`src/rtl/pingpong_seq_pkg.sv`:
```
package pingpong_seq_pkg;

    typedef enum logic [2:0] {
        ST_IDLE = 3'd0,
        ST_GATE = 3'd1,
        ST_REQ  = 3'd2,
        ST_WAIT = 3'd3,
        ST_SEND = 3'd4
    } seq_state_e;

    localparam int NUM_BUFS = 2;

endpackage

```
`src/rtl/pp_buf_flag.sv`:
```
module pp_buf_flag (
    input  logic clk,
    input  logic rst_n,
    input  logic set_i,
    input  logic ack_i,
    input  logic irq_en_i,
    output logic empty_o,
    output logic irq_o
);

    logic empty_d, empty_q;

    always_comb begin
        empty_d = empty_q;
        if (ack_i) begin
            empty_d = 1'b0;
        end
        if (set_i) begin
            empty_d = 1'b1;
        end
    end

    always_ff @(posedge clk) begin
        if (!rst_n) begin
            empty_q <= 1'b0;
        end else begin
            empty_q <= empty_d;
        end
    end

    assign empty_o = empty_q;
    assign irq_o   = empty_q & irq_en_i;

endmodule

```
`src/rtl/pp_addr_gen.sv`:
```
module pp_addr_gen #(
    parameter int ADDR_W = 32,
    parameter int SIZE_W = 16,
    parameter int STEP   = 4
) (
    input  logic [ADDR_W-1:0] base_a_i,
    input  logic [ADDR_W-1:0] base_b_i,
    input  logic              sel_i,
    input  logic [SIZE_W-1:0] off_i,
    input  logic [SIZE_W-1:0] size_i,
    output logic [ADDR_W-1:0] addr_o,
    output logic              last_o
);

    localparam int CMP_W = SIZE_W + 1;

    logic [CMP_W-1:0] next_off;

    always_comb begin
        next_off = {1'b0, off_i} + CMP_W'(STEP);
        last_o   = next_off >= {1'b0, size_i};
        addr_o   = (sel_i ? base_b_i : base_a_i) + ADDR_W'(off_i);
    end

endmodule

```
`src/rtl/pingpong_seq.sv`:
```
module pingpong_seq
    import pingpong_seq_pkg::*;
#(
    parameter int ADDR_W = 32,
    parameter int DATA_W = 32,
    parameter int SIZE_W = 16
) (
    input  logic              clk,
    input  logic              rst_n,
    input  logic              tx_enable,
    input  logic [ADDR_W-1:0] base_addr_a,
    input  logic [ADDR_W-1:0] base_addr_b,
    input  logic [SIZE_W-1:0] buf_bytes,
    input  logic              irq_en_a,
    input  logic              irq_en_b,
    input  logic              ack_a,
    input  logic              ack_b,
    output logic              rd_req,
    output logic [ADDR_W-1:0] rd_addr,
    input  logic              rd_gnt,
    input  logic [DATA_W-1:0] rd_data,
    output logic              tx_valid,
    output logic [DATA_W-1:0] tx_data,
    input  logic              tx_ready,
    output logic              active_a,
    output logic              active_b,
    output logic              empty_a,
    output logic              empty_b,
    output logic              underrun,
    output logic              irq_a,
    output logic              irq_b
);

    localparam int WORD_BYTES = DATA_W / 8;

    typedef struct packed {
        seq_state_e            st;
        logic                  sel;
        logic [SIZE_W-1:0]     off;
        logic [DATA_W-1:0]     data;
        logic [NUM_BUFS-1:0]   act;
        logic                  under;
    } seq_t;

    seq_t seq_d, seq_q;

    logic                  is_last;
    logic                  buf_done;
    logic [NUM_BUFS-1:0]   set_vec;
    logic [NUM_BUFS-1:0]   ack_vec;
    logic [NUM_BUFS-1:0]   ien_vec;
    logic [NUM_BUFS-1:0]   empty_vec;
    logic [NUM_BUFS-1:0]   irq_vec;

    pp_addr_gen #(
        .ADDR_W (ADDR_W),
        .SIZE_W (SIZE_W),
        .STEP   (WORD_BYTES)
    ) u_addr (
        .base_a_i (base_addr_a),
        .base_b_i (base_addr_b),
        .sel_i    (seq_q.sel),
        .off_i    (seq_q.off),
        .size_i   (buf_bytes),
        .addr_o   (rd_addr),
        .last_o   (is_last)
    );

    assign ack_vec = {ack_b, ack_a};
    assign ien_vec = {irq_en_b, irq_en_a};

    for (genvar g = 0; g < NUM_BUFS; g++) begin : g_flag
        assign set_vec[g] = buf_done && (seq_q.sel == 1'(g));
        pp_buf_flag u_flag (
            .clk      (clk),
            .rst_n    (rst_n),
            .set_i    (set_vec[g]),
            .ack_i    (ack_vec[g]),
            .irq_en_i (ien_vec[g]),
            .empty_o  (empty_vec[g]),
            .irq_o    (irq_vec[g])
        );
    end

    always_comb begin
        seq_d    = seq_q;
        buf_done = 1'b0;
        if (!tx_enable) begin
            seq_d.st    = ST_IDLE;
            seq_d.sel   = 1'b0;
            seq_d.off   = '0;
            seq_d.act   = '0;
            seq_d.under = 1'b0;
        end else begin
            unique case (seq_q.st)
                ST_IDLE: begin
                    seq_d.st = ST_GATE;
                end
                ST_GATE: begin
                    if (empty_vec[seq_q.sel]) begin
                        seq_d.under = 1'b1;
                    end else begin
                        seq_d.st             = ST_REQ;
                        seq_d.act[seq_q.sel] = 1'b1;
                    end
                end
                ST_REQ: begin
                    if (rd_gnt) begin
                        seq_d.st = ST_WAIT;
                    end
                end
                ST_WAIT: begin
                    seq_d.data = rd_data;
                    seq_d.st   = ST_SEND;
                end
                ST_SEND: begin
                    if (tx_ready) begin
                        if (is_last) begin
                            buf_done             = 1'b1;
                            seq_d.act[seq_q.sel] = 1'b0;
                            seq_d.sel            = ~seq_q.sel;
                            seq_d.off            = '0;
                            seq_d.st             = ST_GATE;
                        end else begin
                            seq_d.off = seq_q.off + SIZE_W'(WORD_BYTES);
                            seq_d.st  = ST_REQ;
                        end
                    end
                end
                default: begin
                    seq_d.st = ST_IDLE;
                end
            endcase
        end
    end

    always_ff @(posedge clk) begin
        if (!rst_n) begin
            seq_q <= '{st: ST_IDLE, sel: 1'b0, off: '0, data: '0, act: '0, under: 1'b0};
        end else begin
            seq_q <= seq_d;
        end
    end

    assign rd_req   = (seq_q.st == ST_REQ);
    assign tx_valid = (seq_q.st == ST_SEND);
    assign tx_data  = seq_q.data;
    assign active_a = seq_q.act[0];
    assign active_b = seq_q.act[1];
    assign empty_a  = empty_vec[0];
    assign empty_b  = empty_vec[1];
    assign irq_a    = irq_vec[0];
    assign irq_b    = irq_vec[1];
    assign underrun = seq_q.under;

endmodule

```
`config.mk`:
```
export PLATFORM = sky130hd
export DESIGN_NAME = pingpong_seq
export DESIGN_NICKNAME = d
export VERILOG_FILES = /design/src/rtl/pingpong_seq_pkg.sv /design/src/rtl/pp_buf_flag.sv /design/src/rtl/pp_addr_gen.sv /design/src/rtl/pingpong_seq.sv
export SDC_FILE = /design/constraint.sdc
export NUM_CORES = 1
export LEC_CHECK = 0
export BUFFER_PORTS_ARGS = -buffer_cell sky130_fd_sc_hd__buf_2
export CAP_MARGIN = 40
export CORE_ASPECT_RATIO = 0.6
export CORE_MARGIN = 4
export CORE_UTILIZATION = 35
export DETAILED_ROUTE_END_ITERATION = 8
export SLEW_MARGIN = 25
export SYNTH_ARGS = -nofsm -noshare
export SYNTH_HDL_FRONTEND = slang
export SYNTH_SLANG_ARGS = --single-unit
```
`constraint.sdc`:
```
create_clock -name clk -period 5.2 [get_ports clk]
set_input_delay 0.78 -clock clk [delete_from_list [all_inputs] [get_ports clk]]
set_output_delay 0.78 -clock clk [all_outputs]
set_load 0.01 [all_outputs]
```
* After elaboration in Yosys (flattened, before gate mapping)
Index checks and enable logic that the tools add are counted.
** Cells by class
- Divide/modulo/power cells :: 0
- Shift-type cells :: 0
- Reductions and logical operators :: 14
- Multiply operators :: 0
- Add/sub/neg operators :: 3
- Mux-type cells :: 24
- Order comparisons :: 3
- Bitwise logic cells :: 6
- Equal/unequal tests :: 8
** Operators with widths (number)
- adder 32 x 16 -> 32 bit :: 1
- 2-to-1 mux 32 bit :: 1
- 2-to-1 mux 20 bit :: 1
- adder 16 x 3 -> 17 bit, second input constant :: 1
- >= comparator 17 x 16 -> 1 bit :: 1
- adder 16 x 3 -> 16 bit, second input constant :: 1
- 2-to-1 mux 16 bit :: 1
- case mux 3 bit (5 select lines) :: 1
- 2-to-1 mux 1 bit :: 12
- 2-to-1 mux 2 bit :: 4
- AND reduction 2 bit :: 4
- == test 3 x 2 -> 1 bit, second input constant :: 2
- 2-to-1 mux 3 bit :: 2
- inequality test 2 x 1 -> 1 bit, second input constant :: 3
- AND reduction 3 bit :: 2
- nonzero test 2 bit :: 3
- case mux 2 bit (2 select lines) :: 1
- AND reduction 4 bit :: 1
- == test 3 x 1 -> 1 bit, second input constant :: 1
- == test 3 bit, second input constant :: 1
- logical AND 1 bit :: 3
- zero test 3 bit :: 1
- AND 1 bit :: 2
- AND 2 bit :: 1
- other kinds (7) :: 7
** Storage, ports and cells
- ROM bits :: 0
- Output and inout port bits :: 73
- Bits of input ports :: 121
- Memories kept :: 0
- Bits in latches :: 0
- Word-level logic and storage cells :: 66
- Register bits :: 57
- Memory bits (writable) :: 0

* Depth between registers and ports, before layout
Gate-level depths: netlist of the first run.
- Depth after elaboration :: 9
- Depth in mapped cells :: 15
- Depth with buffers taken out :: 14

* Modules after synthesis
From an unflattened synthesis of the first run, not the netlist that was laid out.
** Second synthesis, totals
- Cells, all modules :: 621
- Area total of the unflattened synthesis :: 4918.5 µm²
** By module, submodules not included
- pingpong_seq :: sequential area each 1101.1 µm², area an instance 2616.3 µm², cells each 316, times used 1
- pp_addr_gen :: sequential area each 0.0 µm², area an instance 2204.6 µm², cells each 297, times used 1
- pp_buf_flag :: sequential area each 20.0 µm², area an instance 48.8 µm², cells each 4, times used 2

* Least setup slack after synthesis of the first run
Ideal clock, no wire load.
- Path kind :: register -> output
- Start :: register seq_q[51] (netlist bit)
- End :: output rd_addr[24]
- Setup slack :: 1.090 ns
- Path buffers :: 4
- Data required time :: 4.420 ns
- Arrival time :: 3.330 ns
- Stages on the path, launching flop included :: 16
- Cells stage by stage :: dfxtp_1 > buf_2 > buf_4 > buf_2 > buf_2 > mux2_2 > ha_1 > inv_1 > fa_1 > nand2b_1 > a21oi_2 > a221oi_2 > o31ai_4 > nand3_1 > or3_1 > a21oi_1
** Between the ends
- Word-level cells in the longest chain between the ends :: 2
** RTL lines
- start, declared :: RTL line pingpong_seq.sv:45 : seq_t seq_d, seq_q;
- start signal, assigned :: RTL line pingpong_seq.sv:139 : seq_q <= '{st: ST_IDLE, sel: 1'b0, off: '0, data: '0, act: '0, under: 1'b0};
- start signal, assigned :: RTL line pingpong_seq.sv:141 : seq_q <= seq_d;
- 2-to-1 mux 32 bit :: RTL line pp_addr_gen.sv:22 : addr_o = (sel_i ? base_b_i : base_a_i) + ADDR_W'(off_i);
- adder 32 x 16 -> 32 bit :: RTL line pp_addr_gen.sv:22
- end, declared :: RTL line pingpong_seq.sv:19 : output logic [ADDR_W-1:0] rd_addr,
No other way between the ends.

* Final worst setup path of the first run
Same ends and word-level chain as after synthesis.

==> metrics.csv, run 1 <==
metric,value,unit
h-tree-depth,3,
initial_core_util,0.3561,
instances_no_fill,944,
synthDistinctLibCells,59,
synth_area_per_cell,7.851,sq um
syn_inst,618,
cts_made_buffers,9,
worstPathRequired,4.42,ns
drc,0,
cts_tree,built,
vias_per_cell,4.898,
die_area,15870,sq um
hold_viol_final,0,
relSlewSlack,0.4884,
syn-cell-area,4852,sq um
num_rows,33,
post_dp_cell_area,5693,sq um
cts_setup_buffers,0,
fin_crit,4.449,ns
die_h,99.20,um
post_cts_resized,0,
synth_warnings,0,
portBuffers,193,
final_net_count,919,
syn-num-nets,773,
grt_pass1_vias,4287,
grt_usage,0.1692,
clk_latency,0.32,ns
crit_type,reg -> out,
drtAntennaViolNets,0,
cts-root-buf,clkbuf_16,
synth-seq-cells,57,
finClkSkew,0.007860,ns
synth-seq-area-share,0.2352,
clk_pin_slew,0.05,ns
grt_max_degree,37,
antenna_found_initial,0,
tightest_slew,0.7674,ns
setup_viol,0,
top_level_ports,194,
die_w,160.0,um
max_cap_violations,0,
grt_setup_unrepaired,no,
mostFrequentLayoutCell,buf_2,
drt_iter0_drc,241,
p_total,0.001135,W
core_area,13630,sq um
fin_crit_sh,0.8556,
final_cell_area,5968,sq um
grt_pass1_wl,22130,um
postRouteWirelength,13910,um
grt-ovfl-total,0,
hpwl,11010,um
peakVddDrop,0.1779,mV
synth-edff-count,0,
p_leak,2.702,nW
status,finished clean,
cp-start-kind,register,
synth_ff_type,dfxtp_1,
cp_max_fo,22,
drive_above_1_share,0.3238,
holdWs,0.4582,ns
slew_violations,0,
arrival,3.67,ns
clk_path_buf_depth,2,
layout_common_cells,"193 x buf_2, 86 x nand2_1, 56 x dfxtp_1, 33 x nor2_1, 33 x ha_1",
routedWlPerCell,14.73,um
via_count,4624,
timing.setup.tns,0,ns
clock.fmax,0.2248,GHz
hold_path_class,reg -> reg,
place_congestion,0.9129,
ys_async_sr_fraction,0,
ctsHoldBuffers,0,
cts_sinks,57,
placedCellCount,928,
power.density,190.2,nW/um^2
area_delta_synth_final,23.00,%
first_pass_iters,4,
antenna_cells,0,
critical_path.endpoint_type,primary output,
[registers in the layout, indices dropped and copies added (netlist names), named ones only]
register               cells
g_flag.u_flag.empty_o      2
seq_q                     20
underrun                   1
tx_data                   32
[metal layers]
layer,vias to the layer above,track usage,part of all wire
met5,-,0,0
met4,0,0.03503,0.0084
met3,8,0.03602,0.061
met2,137,0.2446,0.40
met1,2060,0.2573,0.53
li1,2419,-,-
[area by class of cell]
cell class | count | area, sq um
multi-input combinational | 468 | 3201
inverter | 28 | 105.1
sequential | 57 | 1142
clock buffer | 13 | 260.3
timing repair buffer | 200 | 1026
fill | 1410 | 7657
clock inverter | 3 | 15.01
tap | 175 | 219.0
[worst max-delay path: stages, from the launching register on]
cell	delay [ns]
dfxtp_2	0.72
mux2_2	0.27
ha_1	0.18
inv_1	0.06
fa_1	0.39
nand2b_1	0.17
a21oi_2	0.23
a221oi_2	0.16
o31ai_4	0.34
nand3_1	0.17
or3_1	0.37
a21oi_1	0.12
buf_2	0.14
[power breakdown]
part	total, W	switching, W	leakage, nW	internal (W)
Combinational	0.000152	0.0000769	2.10	0.0000750
Clock	0.000541	0.000196	0.139	0.000345
Sequential	0.000442	0.00000224	0.460	0.000440
[cell usage after synthesis (all sizes together), types with 13 or more instances]
cell type / number / area (sq um)
nand2: 88 / 335.3
dfxtp: 57 / 1141
buf: 45 / 332.8
nor2: 34 / 127.6
a21boi: 33 / 259.0
a21oi: 33 / 168.9
ha: 33 / 412.9
nand3: 32 / 160.2
inv: 28 / 105.1
xnor2: 27 / 236.5
clkbuf: 20 / 75.07
o21ai: 18 / 97.60
xor2: 16 / 140.1
mux2: 15 / 168.9
mux2i: 13 / 130.1
[path summary, 6_finish.rpt]
check | endpoint | start | slack [ns] | depth (start not counted)
worst max-delay path | rd_addr[24] | seq_q[51]$_SDFFE_PN0P_ | 0.75 | 12
worst min-delay path | tx_data[0]$_SDFFE_PN0P_ | tx_data[0]$_SDFFE_PN0P_ | 0.46 | 2
worst max register to register | seq_q[35]$_SDFFE_PN0P_ | seq_q[37]$_SDFFE_PN0P_ | 1.74 | 14
worst min register to register | tx_data[0]$_SDFFE_PN0P_ | tx_data[0]$_SDFFE_PN0P_ | 0.46 | 2
[cells by family (layout without fill, tap and decap cells)]
family,Yosys count,after routing,synth area share
xor+xnor,43,43,0.07762
buf+inv,93,244,0.1057
simple gates,227,227,0.2298
fa+ha+maj,34,34,0.08922
mux,28,28,0.06163
flops,57,57,0.2352
compound gates,136,136,0.2009
[metrics by stage]
stage                       util  worst slack (ns)
after CTS                 0.4380            0.7626
final                     0.4380            0.7509
after detailed placement  0.4178             1.130
after global placement    0.4167             1.153
after floorplan                -             1.090
after global routing      0.4380            0.5074
(Power assumes the default switching activity.)
==> run 2: changes to the inputs <==
SYNTH_HIERARCHICAL = 1   (was default)
==> metrics.csv, run 2 <==
metric,value,unit,change
cts_tree,built,,unchanged
peakVddDrop,0.1720,mV,was 0.1779 mV
setup_viol,0,,unchanged
swShare,0.2165,,was 0.2423
grt-ovfl-total,0,,unchanged
post_dp_cell_area,5793,sq um,was 5693 sq um
area_delta_synth_final,24.62,%,was 23.00%
drc,0,,unchanged
cp_max_fo,18,,was 22
clk_path_buf_depth,2,,unchanged
grt_max_degree,43,,was 37
antenna_cells,0,,unchanged
clk_pin_slew,0.05,ns,about the same
grt_usage,0.1631,,was 0.1692
relSlewSlack,0.6123,,was 0.4884
max_cap_violations,0,,unchanged
layout_common_cells,"193 x buf_2, 88 x nand2_1, 56 x dfxtp_1, 37 x a21oi_1, 34 x ha_1",,"was 193 x buf_2, 86 x nand2_1, 56 x dfxtp_1, 33 x nor2_1, 33 x ha_1"
p_switching,0.0002725,W,was 0.0002750 W
p_clk_frac,0.523,,was 0.477
p_leak,2.662,nW,was 2.702 nW
top_level_ports,194,,unchanged
num_rows,33,,unchanged
status,finished clean,,unchanged
hold_viol_final,0,,unchanged
synth-seq-area-share,0.2320,,was 0.2352
path_cells,"mux2_2, ha_1, fa_1, a21oi_1, o22ai_1, o31ai_4, o22ai_2, nand4_1, xor2_1, buf_2",,"was mux2_2, ha_1, inv_1, fa_1, nand2b_1, a21oi_2, a221oi_2, o31ai_4, nand3_1, or3_1, a21oi_1, buf_2"
synth_ff_type,dfxtp_1,,unchanged
p_int,0.0009861,W,was 0.0008600 W
critPathSlowestCell,dfxtp_2,,unchanged
core_area,13710,sq um,was 13630 sq um
largest_reg_flops,32,,unchanged
drive_above_1_share,0.3248,,was 0.3238
post_cts_resized,0,,unchanged
final_cell_area,6130,sq um,was 5968 sq um
hold_path_class,reg -> reg,,unchanged
place_congestion,0.8523,,was 0.9129
synth_commonest_cells,"88 x nand2_1, 57 x dfxtp_1, 37 x a21oi_1",,"was 86 x nand2_1, 57 x dfxtp_1, 34 x nor2_1"
initial_core_util,0.3588,,was 0.3561
grt_pass1_wl,21760,um,was 22130 um
slew_violations,0,,unchanged
antenna_found_initial,0,,unchanged
hpwl,10770,um,was 11010 um
multiInputGateArea,3287,sq um,was 3201 sq um
ff_latch_area,1142,sq um,unchanged
slowest_delay,0.64,ns,was 0.72 ns
via_count,4745,,was 4624
drtAntennaViolNets,0,,unchanged
grt_setup_unrepaired,no,,unchanged
cts_made_buffers,9,,unchanged
ys_async_sr_fraction,0,,unchanged
clk_latency,0.32,ns,about the same
yosys.area.top_type,dfxtp_1,,unchanged
die_w,161.0,um,was 160.0 um
routedWlPerCell,13.85,um,was 14.73 um
dp_slack,1.191,ns,was 1.130 ns
worstPathRequired,4.42,ns,about the same
finClkSkew,0.003904,ns,was 0.007860 ns
portBuffers,193,,unchanged
ctsHoldBuffers,0,,unchanged
fin_crit_sh,0.8247,,was 0.8556
first_pass_iters,5,,was 4
vias_per_cell,4.887,,was 4.898
synth-edff-count,0,,unchanged
timing.setup.tns,0,ns,unchanged
synthDistinctLibCells,69,,was 59
crit_type,reg -> out,,unchanged
h-tree-depth,3,,unchanged
clock.fmax,0.2332,GHz,was 0.2248 GHz
finalWorstSetupSlack,0.9114,ns,was 0.7509 ns
postRouteWirelength,13450,um,was 13910 um
arrival,3.51,ns,was 3.67 ns
fin_crit,4.289,ns,was 4.449 ns
die_area,16080,sq um,was 15870 sq um
syn_inst,621,,was 618
synth_warnings,6,,was 0
syn-num-nets,777,,was 773
mostFrequentLayoutCell,buf_2,,unchanged
synth_area_leaders,"dfxtp_1 23%, ha_1 8.6%, nand2_1 6.7%",,"was dfxtp_1 24%, ha_1 8.5%, nand2_1 6.7%"
synth_top_area_frac,0.2320,,was 0.2352
final_net_count,930,,was 919
p_seq_frac,0.352,,was 0.389
die_h,99.83,um,was 99.20 um
r2r_setup_slack,1.43,ns,was 1.74 ns
p_comb_frac,0.125,,was 0.134
grt_pass1_vias,4255,,was 4287
cts_setup_buffers,0,,unchanged
synth-seq-cells,57,,unchanged
n_fill_cell,1444,,was 1410
cts_sinks,57,,unchanged
synth_area_per_cell,7.920,sq um,was 7.851 sq um
yosys.cell_count.top_type,nand2_1,,unchanged
drt_iter0_drc,411,,was 241
cp-start-kind,register,,unchanged
cts-root-buf,clkbuf_16,,unchanged
power.density,205.3,nW/um^2,was 190.2 nW/um^2
tightest_slew,0.5767,ns,was 0.7674 ns
syn-cell-area,4918,sq um,was 4852 sq um
critical_path.endpoint_type,primary output,,unchanged
[run 2: cell count changes in the layout (fill, tap and decap cells not counted), sizes merged, moves of 4 or more]
cell	previous run	this run
a21o	11	4
a21oi	33	38
and2	9	4
mux2i	13	6
nor2b	12	16
nor3	11	5
xor2	16	20
[run 2: per-layer routing]
layer | vias up | track usage | routed length, um
li1 | 2484 | - | -
met1 | 2115 | 0.2649 | 7340
met2 | 136 | 0.2111 | 5170
met3 | 10 | 0.04062 | 827
met4 | 0 | 0.03145 | 110
met5 | - | 0 | 0
[run 2: final timing paths]
| path | startpoint | end | depth (start not counted) |
|---|---|---|---|
| worst min-delay path | tx_data[9]$_SDFFE_PN0P_ | tx_data[9]$_SDFFE_PN0P_ | 2 |
| worst max register to register | seq_q[39]$_SDFFE_PN0P_ | seq_q[53]$_SDFFE_PN0P_ | 17 |
| worst max-delay path | seq_q[51]$_SDFFE_PN0P_ | rd_addr[30] | 10 |
| worst min register to register | tx_data[9]$_SDFFE_PN0P_ | tx_data[9]$_SDFFE_PN0P_ | 2 |
[run 2: power groups by stage]
| stage | clock, W | combinational, W | sequential [W] |
|---|---|---|---|
| 5_1_grt | 0.000701 | 0.000175 | 0.000443 |
| 3_3_place_gp | 0 | 0.000158 | 0.000451 |
| 4_1_cts | 0.000683 | 0.000158 | 0.000442 |
| 3_5_place_dp | 0 | 0.000157 | 0.000451 |
| 6_report | 0.000658 | 0.000157 | 0.000443 |
| 2_1_floorplan | 0 | 0.0000807 | 0.000450 |
[run 2: area by class of cell]
type,count,area share
inverter,30,0.01837
multi-input combinational,477,0.5362
timing repair buffer,199,0.1649
clock buffer,11,0.03797
sequential,57,0.1864
tap,192,0.03919
clock inverter,5,0.01694
[run 2: critical path: cells and delay by family, from the launching register on]
kind / cells / cell delay, ns
AO/OA/AOI/OAI: 4 / 1.05
XOR/XNOR: 1 / 0.14
adder cells (fa/ha/maj): 2 / 0.63
buffers and inverters: 1 / 0.14
flip-flops: 1 / 0.64
multiplexers: 1 / 0.39
AND/OR/NAND/NOR: 1 / 0.18
[run 2: logic make-up (layout without fill, tap and decap cells)]
kind of cell	after synthesis	after routing	share of synthesized area
AO/OA/AOI/OAI	148	148	0.2124
XOR/XNOR	48	48	0.08548
adder cells (fa/ha/maj)	35	35	0.09056
buffers and inverters	87	245	0.09997
flip-flops	57	57	0.2320
multiplexers	23	23	0.05113
AND/OR/NAND/NOR	223	223	0.2284
[run 2: through the flow]
stage                power, W  hold WS [ns]    util  instances
floorplan           0.0005307        0.4259       -        621
global placement    0.0006095        0.4431  0.4225        955
detailed placement  0.0006079        0.4467  0.4226        955
CTS                  0.001283        0.4539  0.4472        971
global route         0.001319        0.4756  0.4472        971
finish               0.001259        0.4522  0.4472        971
